File: src/rtl/wc_pkg.sv
package wc_pkg;
    localparam int DW      = 32;
    localparam int LANES   = 4;
    localparam int HELD    = LANES - 1;
    localparam int REG_W   = DW * LANES;
    localparam int LANE_W  = 2;
    localparam logic [LANE_W-1:0] TOP_LANE = 2'd3;
endpackage

File: src/rtl/wc_addr_decode.sv
module wc_addr_decode
    import wc_pkg::*;
#(
    parameter int NUM_REGS = 4,
    localparam int IDX_W   = (NUM_REGS > 1) ? $clog2(NUM_REGS) : 1
) (
    input  logic                    wr_en,
    input  logic                    wr_qword,
    input  logic [IDX_W+LANE_W-1:0] wr_addr,
    output logic                    low_acc,
    output logic                    top_acc,
    output logic [LANE_W-1:0]       lane,
    output logic [IDX_W-1:0]        idx
);
    logic in_range;
    logic take;

    generate
        if ((2 ** IDX_W) == NUM_REGS) begin : g_full
            assign in_range = 1'b1;
        end else begin : g_partial
            assign in_range = (int'(wr_addr[IDX_W+LANE_W-1:LANE_W]) < NUM_REGS);
        end
    endgenerate

    always_comb begin
        lane    = wr_addr[LANE_W-1:0];
        idx     = wr_addr[IDX_W+LANE_W-1:LANE_W];
        take    = wr_en && !wr_qword && in_range;
        top_acc = take && (lane == TOP_LANE);
        low_acc = take && (lane != TOP_LANE);
    end
endmodule

File: src/rtl/wc_collector.sv
module wc_collector
    import wc_pkg::*;
#(
    parameter int NUM_REGS = 4,
    localparam int IDX_W   = (NUM_REGS > 1) ? $clog2(NUM_REGS) : 1
) (
    input  logic              clk,
    input  logic              rst_n,
    input  logic              low_acc,
    input  logic              top_acc,
    input  logic [LANE_W-1:0] lane,
    input  logic [IDX_W-1:0]  idx,
    input  logic [DW-1:0]     wr_data,
    output logic              commit_vld,
    output logic [IDX_W-1:0]  commit_idx,
    output logic [REG_W-1:0]  commit_val
);
    typedef struct packed {
        logic [HELD-1:0][DW-1:0] data;
        logic [HELD-1:0]         vld;
        logic [IDX_W-1:0]        owner;
    } coll_t;

    coll_t coll_d, coll_q;
    logic  same_owner;
    logic  busy_other;

    always_comb begin
        coll_d     = coll_q;
        same_owner = (coll_q.owner == idx);
        busy_other = (|coll_q.vld) && !same_owner;

        commit_vld = top_acc;
        commit_idx = idx;
        commit_val = '0;
        for (int i = 0; i < HELD; i++) begin
            if (coll_q.vld[i] && same_owner) begin
                commit_val[i*DW +: DW] = coll_q.data[i];
            end
        end
        commit_val[HELD*DW +: DW] = wr_data;

        if (top_acc) begin
            coll_d = '0;
        end else if (low_acc && !busy_other) begin
            for (int i = 0; i < HELD; i++) begin
                if (lane == LANE_W'(i)) begin
                    coll_d.data[i] = wr_data;
                    coll_d.vld[i]  = 1'b1;
                end
            end
            coll_d.owner = idx;
        end
    end

    always_ff @(posedge clk or negedge rst_n) begin
        if (!rst_n) begin
            coll_q <= '0;
        end else begin
            coll_q <= coll_d;
        end
    end


    commit_clear_chk: assert property (@(posedge clk) disable iff (!rst_n)
        top_acc |=> (coll_q.vld == '0));


    discard_hold_chk: assert property (@(posedge clk) disable iff (!rst_n)
        (low_acc && (|coll_q.vld) && (coll_q.owner != idx)) |=> $stable(coll_q));


    low_store_chk: assert property (@(posedge clk) disable iff (!rst_n)
        (low_acc && ((coll_q.vld == '0) || (coll_q.owner == idx)))
        |=> (coll_q.owner == $past(idx)) && ($countones(coll_q.vld) >= 1));


    zero_fill_chk: assert property (@(posedge clk) disable iff (!rst_n)
        (top_acc && (coll_q.vld == '0)) |-> (commit_val[HELD*DW-1:0] == '0));
endmodule

File: src/rtl/wc_regbank.sv
module wc_regbank
    import wc_pkg::*;
#(
    parameter int NUM_REGS = 4,
    localparam int IDX_W   = (NUM_REGS > 1) ? $clog2(NUM_REGS) : 1
) (
    input  logic                      clk,
    input  logic                      rst_n,
    input  logic                      commit_vld,
    input  logic [IDX_W-1:0]          commit_idx,
    input  logic [REG_W-1:0]          commit_val,
    output logic [NUM_REGS*REG_W-1:0] rd_flat
);
    logic [NUM_REGS-1:0][REG_W-1:0] regs_d, regs_q;

    always_comb begin
        regs_d = regs_q;
        for (int r = 0; r < NUM_REGS; r++) begin
            if (commit_vld && (int'(commit_idx) == r)) begin
                regs_d[r] = commit_val;
            end
        end
    end

    always_ff @(posedge clk or negedge rst_n) begin
        if (!rst_n) begin
            regs_q <= '0;
        end else begin
            regs_q <= regs_d;
        end
    end

    generate
        for (genvar g = 0; g < NUM_REGS; g++) begin : g_rd
            assign rd_flat[g*REG_W +: REG_W] = regs_q[g];
        end
    endgenerate


    no_commit_stable_chk: assert property (@(posedge clk) disable iff (!rst_n)
        !commit_vld |=> $stable(regs_q));
endmodule

File: src/rtl/wide_reg_collector.sv
module wide_reg_collector
    import wc_pkg::*;
#(
    parameter int NUM_REGS = 4,
    localparam int IDX_W   = (NUM_REGS > 1) ? $clog2(NUM_REGS) : 1
) (
    input  logic                      clk,
    input  logic                      rst_n,
    input  logic                      wr_en,
    input  logic                      wr_qword,
    input  logic [IDX_W+LANE_W-1:0]   wr_addr,
    input  logic [DW-1:0]             wr_data,
    output logic [NUM_REGS*REG_W-1:0] rd_flat
);
    logic              low_acc;
    logic              top_acc;
    logic [LANE_W-1:0] lane;
    logic [IDX_W-1:0]  idx;
    logic              commit_vld;
    logic [IDX_W-1:0]  commit_idx;
    logic [REG_W-1:0]  commit_val;

    wc_addr_decode #(.NUM_REGS(NUM_REGS)) i_decode (
        .wr_en    (wr_en),
        .wr_qword (wr_qword),
        .wr_addr  (wr_addr),
        .low_acc  (low_acc),
        .top_acc  (top_acc),
        .lane     (lane),
        .idx      (idx)
    );

    wc_collector #(.NUM_REGS(NUM_REGS)) i_collector (
        .clk        (clk),
        .rst_n      (rst_n),
        .low_acc    (low_acc),
        .top_acc    (top_acc),
        .lane       (lane),
        .idx        (idx),
        .wr_data    (wr_data),
        .commit_vld (commit_vld),
        .commit_idx (commit_idx),
        .commit_val (commit_val)
    );

    wc_regbank #(.NUM_REGS(NUM_REGS)) i_regbank (
        .clk        (clk),
        .rst_n      (rst_n),
        .commit_vld (commit_vld),
        .commit_idx (commit_idx),
        .commit_val (commit_val),
        .rd_flat    (rd_flat)
    );


    qword_ignore_chk: assert property (@(posedge clk) disable iff (!rst_n)
        (wr_en && wr_qword) |=> $stable(rd_flat));


    top_commit_chk: assert property (@(posedge clk) disable iff (!rst_n)
        (wr_en && !wr_qword && (wr_addr[LANE_W-1:0] == TOP_LANE)) |-> commit_vld);
endmodule

File: config.mk
export PLATFORM = sky130hd
export DESIGN_NAME = wide_reg_collector
export DESIGN_NICKNAME = d
export VERILOG_FILES = /design/src/rtl/wc_pkg.sv /design/src/rtl/wc_addr_decode.sv /design/src/rtl/wc_collector.sv /design/src/rtl/wc_regbank.sv /design/src/rtl/wide_reg_collector.sv
export SDC_FILE = /design/constraint.sdc
export NUM_CORES = 1
export LEC_CHECK = 0
export BUFFER_PORTS_ARGS = -buffer_cell sky130_fd_sc_hd__buf_2
export CAP_MARGIN = 40
export CELL_PAD_IN_SITES_DETAIL_PLACEMENT = 1
export CELL_PAD_IN_SITES_GLOBAL_PLACEMENT = 2
export CORE_MARGIN = 8
export CORE_UTILIZATION = 30
export DETAILED_ROUTE_END_ITERATION = 6
export PLACE_DENSITY = 0.78
export SLEW_MARGIN = 5
export SYNTH_ARGS = -nofsm -noshare
export SYNTH_HDL_FRONTEND = slang
export SYNTH_SLANG_ARGS = --single-unit
File: constraint.sdc
create_clock -name clk -period 1.8 [get_ports clk]
set_clock_uncertainty 0.15 [all_clocks]
set_input_delay 0.09 -clock clk [delete_from_list [all_inputs] [get_ports clk]]
set_output_delay 0.09 -clock clk [all_outputs]
set_load 0.02 [all_outputs]
# Word level (Yosys, flattened, before mapping)
# Cells that the tools add are included.
[totals]
ff_bits = 613
in_bits = 40
wordCells = 55
[op_classes]
n_eq_ne = 8
mux = 11
n_reduce_logical = 25
[op_table]
columns = ["op", "count"]
rows = [
  ["$mux 101", 2],
  ["$mux 32", 6],
  ["$logic_and 1x1->1", 12],
  ["$eq 2x2->1 const B", 4],
  ["$reduce_bool 2->1", 4],
  ["$reduce_and 2->1", 3],
  ["$eq 2x1->1 const B", 2],
  ["$logic_not 2->1", 2],
  ["$logic_not 1->1", 3],
  ["$mux 1", 3],
  ["$reduce_or 3->1", 1],
  ["$eq 2x2->1", 1],
  ["$ne 2x2->1 const B", 1],
]

# Longest topological paths before layout
[logic_depth]
depth_word = 7
depth_mapped = 8
mapped_depth_nobuf = 4

# By module
# A second synthesis with hierarchy kept.
[unflattened]
cells_unflattened = 1612
hier_area_um2 = 24594.8
[by_module_without_submodules]
columns = ["mod", "n_inst", "cells_per_inst", "area_each_um2", "seq_area_each_um2"]
rows = [
  ["wc_regbank", 1, 1084, 19023.2, 12812.3],
  ["wc_collector", 1, 520, 5509.0, 2527.4],
  ["wc_addr_decode", 1, 8, 62.6, 0.0],
]

# Worst setup path before layout
# No wires, ideal clock.
[synth_timing]
path_type = "register -> register"
start = "reg i_collector.coll_q[2] (netlist name)"
end = "reg i_collector.coll_q[48] (netlist name)"
setup_ns = 0.121
arrival_ns = 1.498
slack_ns = 0.031
stages_incl_launch_ff = 6
period_less_slack_ns = 1.769
path_cell_list = "dfrtp_1 > or3_1 > o211ai_2 > nand3_1 > clkbuf_1 > a22o_1"
[synth_via]
elab_chain_cells = 6
[synth_rtl]
columns = ["item", "line", "rtl"]
rows = [
  ["start, declared", "wc_collector.sv:24", "coll_t coll_d, coll_q;"],
  ["start signal, assigned", "wc_collector.sv:60", "coll_q <= coll_d;"],
  ["$reduce_or 3->1", "wc_collector.sv:31", "busy_other = (|coll_q.vld) && !same_owner;"],
  ["$logic_and 1x1->1", "wc_collector.sv:31", ""],
  ["$logic_not 1->1", "wc_collector.sv:45", "end else if (low_acc && !busy_other) begin"],
  ["$logic_and 1x1->1", "wc_collector.sv:45", ""],
  ["$reduce_bool 2->1 (no line)", "--", ""],
  ["$reduce_and 2->1 (no line)", "--", ""],
]
# Every way passes these cells.
# A chain may end at the register's enable or synchronous reset.

# Worst setup path in the final report
[layout_timing]
start = "in wr_qword"
end = "reg i_regbank.regs_q (netlist bit i_regbank.rd_flat[40])"
[layout_via]
elab_chain_cells = 4
[layout_rtl]
columns = ["item", "line", "rtl"]
rows = [
  ["start, declared", "wide_reg_collector.sv:10", "input logic wr_qword,"],
  ["$logic_not 1->1", "wc_addr_decode.sv:29", "take = wr_en && !wr_qword && in_range;"],
  ["$logic_and 1x1->1", "wc_addr_decode.sv:29", ""],
  ["$logic_and 1x1->1", "wc_addr_decode.sv:30", "top_acc = take && (lane == TOP_LANE);"],
  ["$logic_and 1x1->1", "wc_regbank.sv:19", "if (commit_vld && (int'(commit_idx) == r)) begin"],
  ["end signal, assigned", "wc_regbank.sv:29", "regs_q <= regs_d;"],
  ["end, declared", "wc_regbank.sv:14", "logic [NUM_REGS-1:0][REG_W-1:0] regs_d, regs_q;"],
]
# Every way passes these cells.

==> qor.tcl <==
set qor(max_cap_violations) 0
set qor(syn_nets) 1978
set qor(dp.final_hpwl_um) 61300
set qor(post_synth_most_frequent_cells) {sky130_fd_sc_hd__dfrtp_1 (613), sky130_fd_sc_hd__nand2_1 (581), sky130_fd_sc_hd__o21ai_0 (349)}
set qor(path_max_fanout) 123
set qor(hold_class) {reg2reg}
set qor(syn-mean-instance-area_um2) 11.50
set qor(num-nets-final) 2601
set qor(final.hold.worst_slack_ns) 0.3164
set qor(final_period_minus_worst_setup_slack_ns) 1.851
set qor(worst-endpoint-arrival_ns) 2.13
set qor(rsz_0062_raised_after_global_routing) {true}
set qor(multiInputGateArea_um2) 6795
set qor(most_common_flop_cell_mapped_by_yosys) {sky130_fd_sc_hd__dfrtp_1}
set qor(drt_first_iter_violations) 870
set qor(finalPower_uw) 39200
set qor(worst-slew-pin-transition_ns) 0.7276
set qor(dieArea_um2) 83240
set qor(grt.total_usage_pct) 20.95
set qor(synth-edff-count) 0
set qor(area_growth_pct) 36.63
set qor(die_height_um) 288.5
set qor(drc) 0
set qor(startpoint_type) {input port}
set qor(clk_root_buffer_cell) {sky130_fd_sc_hd__clkbuf_16}
set qor(synth.ff_latch_count) 613
set qor(detailedRoute.firstPassIterationCount) 4
set qor(setup.worst_path.class) {in2reg}
set qor(max_freq_mhz) 540.3
set qor(report.final.slew_viol_count) 0
set qor(placement_rows) 100
set qor(yosysSeqAreaShare_pct) 68.85
set qor(ir_worst_vdd_mv) 0.7136
set qor(worst_slack_ns) -0.05083
set qor(start_util_pct) 30.13
set qor(routedWlPerCell_um) 25.16
set qor(crit_required_ns) 2.08
set qor(cts_buf_count) 71
set qor(timing.max_slew.rel_slack_pct) 51.49
set qor(gp_routability_congestion) 0.7983
set qor(totalWireLength_um) 90370
set qor(synth_area_leader_cell) {sky130_fd_sc_hd__dfrtp_1}
set qor(cts_max_path_buffers) 3
set qor(outcome) {complete, but fails checks}
set qor(cts_tree) {yes}
set qor(final_hold_viol_count) 0
set qor(layout-drive-gt1-share_pct) 37.12
set qor(pre_cts_slack_ns) -0.1284
set qor(synth_most_common_cell) {sky130_fd_sc_hd__dfrtp_1}
set qor(final-setup-viol-count) 84
set qor(violations) {negative setup slack}
set qor(n_fill_cell) 8084
set qor(routed-via-count) 17590
set qor(async_flop_share_pct) 100.0
set qor(power_per_cell_area_nw_per_um2) 1288
set qor(grt_pass1_wl_um) 130400
set qor(syn_area_um2) 22280
set qor(top_level_ports) 552
set qor(seqCellArea_um2) 15340
set qor(insertion_delay_ns) 0.60
set qor(dpl_cell_area_um2) 26810
set qor(overflow) 0
set qor(synth_top_cell_area_share_pct) 68.85
set qor(synth-warning-count) 0
set qor(post-route-period-util_pct) 102.8
set qor(htreeDepth) 3
set qor(fp.coreArea_um2) 73950
set qor(clock_transition_time_at_the_flip_flop_clock_pins_of_the_worst_setup_and_hold_paths_ns) 0.06
set qor(antenna_violating_nets_post_route) 0
set qor(post_synth_inst_count) 1938
set qor(synth_cell_type_count) 31
set qor(final_area_um2) 30440
set qor(antenna_violations_before_repair) 12
set qor(grt_start_max_net_pins) 124
set qor(grt_pass1_vias) 19120
set qor(buffer_ports.inserted) 551
set qor(synth.top_cells.by_area) {sky130_fd_sc_hd__dfrtp_1 (69%), sky130_fd_sc_hd__nand2_1 (9.8%), sky130_fd_sc_hd__o21ai_0 (7.8%)}
set qor(power.leakage_uw) 0.01550
set qor(cts.sink_count) 613
set qor(via_to_cell_ratio) 4.897
set qor(die_width_um) 288.5
set qor(critical_path.endpoint_type) {flip-flop}
-- power by group --
group	total (uW)	internal, uW	switching, uW
combinational	6880	2710	4170
sequential	17000	15700	1350
clock	15300	9460	5850
total	39200	27800	11400
-- flip-flops by register name, indices dropped and copies added (netlist names) --
name and flops:
i_regbank.rd_flat 512, i_collector.coll_q 101
-- layout by cell type (no fill, tap or decap), types with 2 or more instances in the layout --
cell type and count:
sky130_fd_sc_hd__nand2b_1 3, sky130_fd_sc_hd__o21ai_0 165, sky130_fd_sc_hd__dfrtp_1 612, sky130_fd_sc_hd__clkinvlp_4 2, sky130_fd_sc_hd__clkinv_2 9, sky130_fd_sc_hd__nor3_4 2, sky130_fd_sc_hd__clkbuf_1 13, sky130_fd_sc_hd__buf_4 30
sky130_fd_sc_hd__mux2_2 96, sky130_fd_sc_hd__nand2_2 63, sky130_fd_sc_hd__nand2_4 11, sky130_fd_sc_hd__buf_2 550, sky130_fd_sc_hd__bufinv_16 9, sky130_fd_sc_hd__buf_8 2, sky130_fd_sc_hd__o21ai_2 27, sky130_fd_sc_hd__nand3_2 2
sky130_fd_sc_hd__nand4_1 2, sky130_fd_sc_hd__inv_6 2, sky130_fd_sc_hd__clkbuf_16 80, sky130_fd_sc_hd__clkinv_4 2, sky130_fd_sc_hd__xor2_4 2, sky130_fd_sc_hd__o21ai_1 197, sky130_fd_sc_hd__buf_12 45, sky130_fd_sc_hd__nand2_1 505
sky130_fd_sc_hd__clkbuf_8 15, sky130_fd_sc_hd__nand2_8 2, sky130_fd_sc_hd__buf_6 4, sky130_fd_sc_hd__nor3b_4 3, sky130_fd_sc_hd__a21o_1 3, sky130_fd_sc_hd__diode_2 6, sky130_fd_sc_hd__or3_4 2, sky130_fd_sc_hd__dlygate4sd3_1 44
sky130_fd_sc_hd__a22o_1 95
-- path summary, 6_finish.rpt --
check | slack, ns | endpoint | cells after the start | start
max in group asynchronous | 0.47 | i_regbank.rd_flat[380] | 5 | rst_n
worst max-delay path | -0.05 | i_regbank.rd_flat[40] | 7 | wr_qword
worst min-delay path | 0.32 | i_regbank.rd_flat[501] | 2 | i_regbank.rd_flat[501]
min in group asynchronous | 0.54 | i_regbank.rd_flat[234] | 4 | rst_n
worst min register to register | 0.32 | i_regbank.rd_flat[501] | 2 | i_regbank.rd_flat[501]
worst max register to register | -0.03 | i_collector.coll_q[84] | 5 | i_collector.coll_q[3]
-- area by class of cell --
cell class	count	share of cell area [%]
inverters	1	0.01233
diodes	6	0.04933
flip-flops and latches	613	50.40
clock inverters	26	1.291
multi-input cells	1192	22.32
repair buffers	682	15.02
well taps	969	3.983
clock buffers	102	6.922
-- worst max-delay path, stage by stage --
cell and delay [ns]:
sky130_fd_sc_hd__dlygate4sd3_1 0.57, sky130_fd_sc_hd__buf_2 0.15, sky130_fd_sc_hd__nand4b_1 0.19, sky130_fd_sc_hd__or3_4 0.39, sky130_fd_sc_hd__buf_12 0.22, sky130_fd_sc_hd__nand2_1 0.21, sky130_fd_sc_hd__o21ai_0 0.12
-- kinds of logic (layout without fill, tap and decap cells) --
logic type | count (synthesis) | after routing | share of synthesized area (%)
DFF | 613 | 613 | 68.85
buffers and inverters | 133 | 811 | 2.701
other | 0 | 6 | 0
and+or+nand+nor | 604 | 604 | 10.64
muxes | 96 | 96 | 4.852
AOI/OAI and AO/OA | 490 | 490 | 12.71
xor gates and xnor gates | 2 | 2 | 0.2471
-- routing by layer --
metal	GRT usage (%)	share of wire, %	vias up
met3	5.105	7.2	129
met2	35.51	49	544
met1	26.09	40	9083
li1	-	-	7825
met4	7.014	3.2	4
met5	0	0.025	-
-- timing repair --
action,CTS,global route
hold buffers,45,0
cloned,0,8
resized for setup,52,268
endpoints found under the hold margin,842,0
pin swaps,8,60
setup endpoints to repair,153,406
buffers inserted,0,4
-- stage by stage --
stage | std cells | setup TNS (ns) | util [%]
floorplan | 1938 | 0 | -
global placement | 3400 | -3.636 | 36.26
detailed placement | 3400 | -8.248 | 36.26
CTS | 3573 | -2.126 | 40.35
global route | 3587 | -10.37 | 41.15
finish | 3591 | -1.158 | 41.16
No activity file was read; power rests on OpenSTA's default activity.
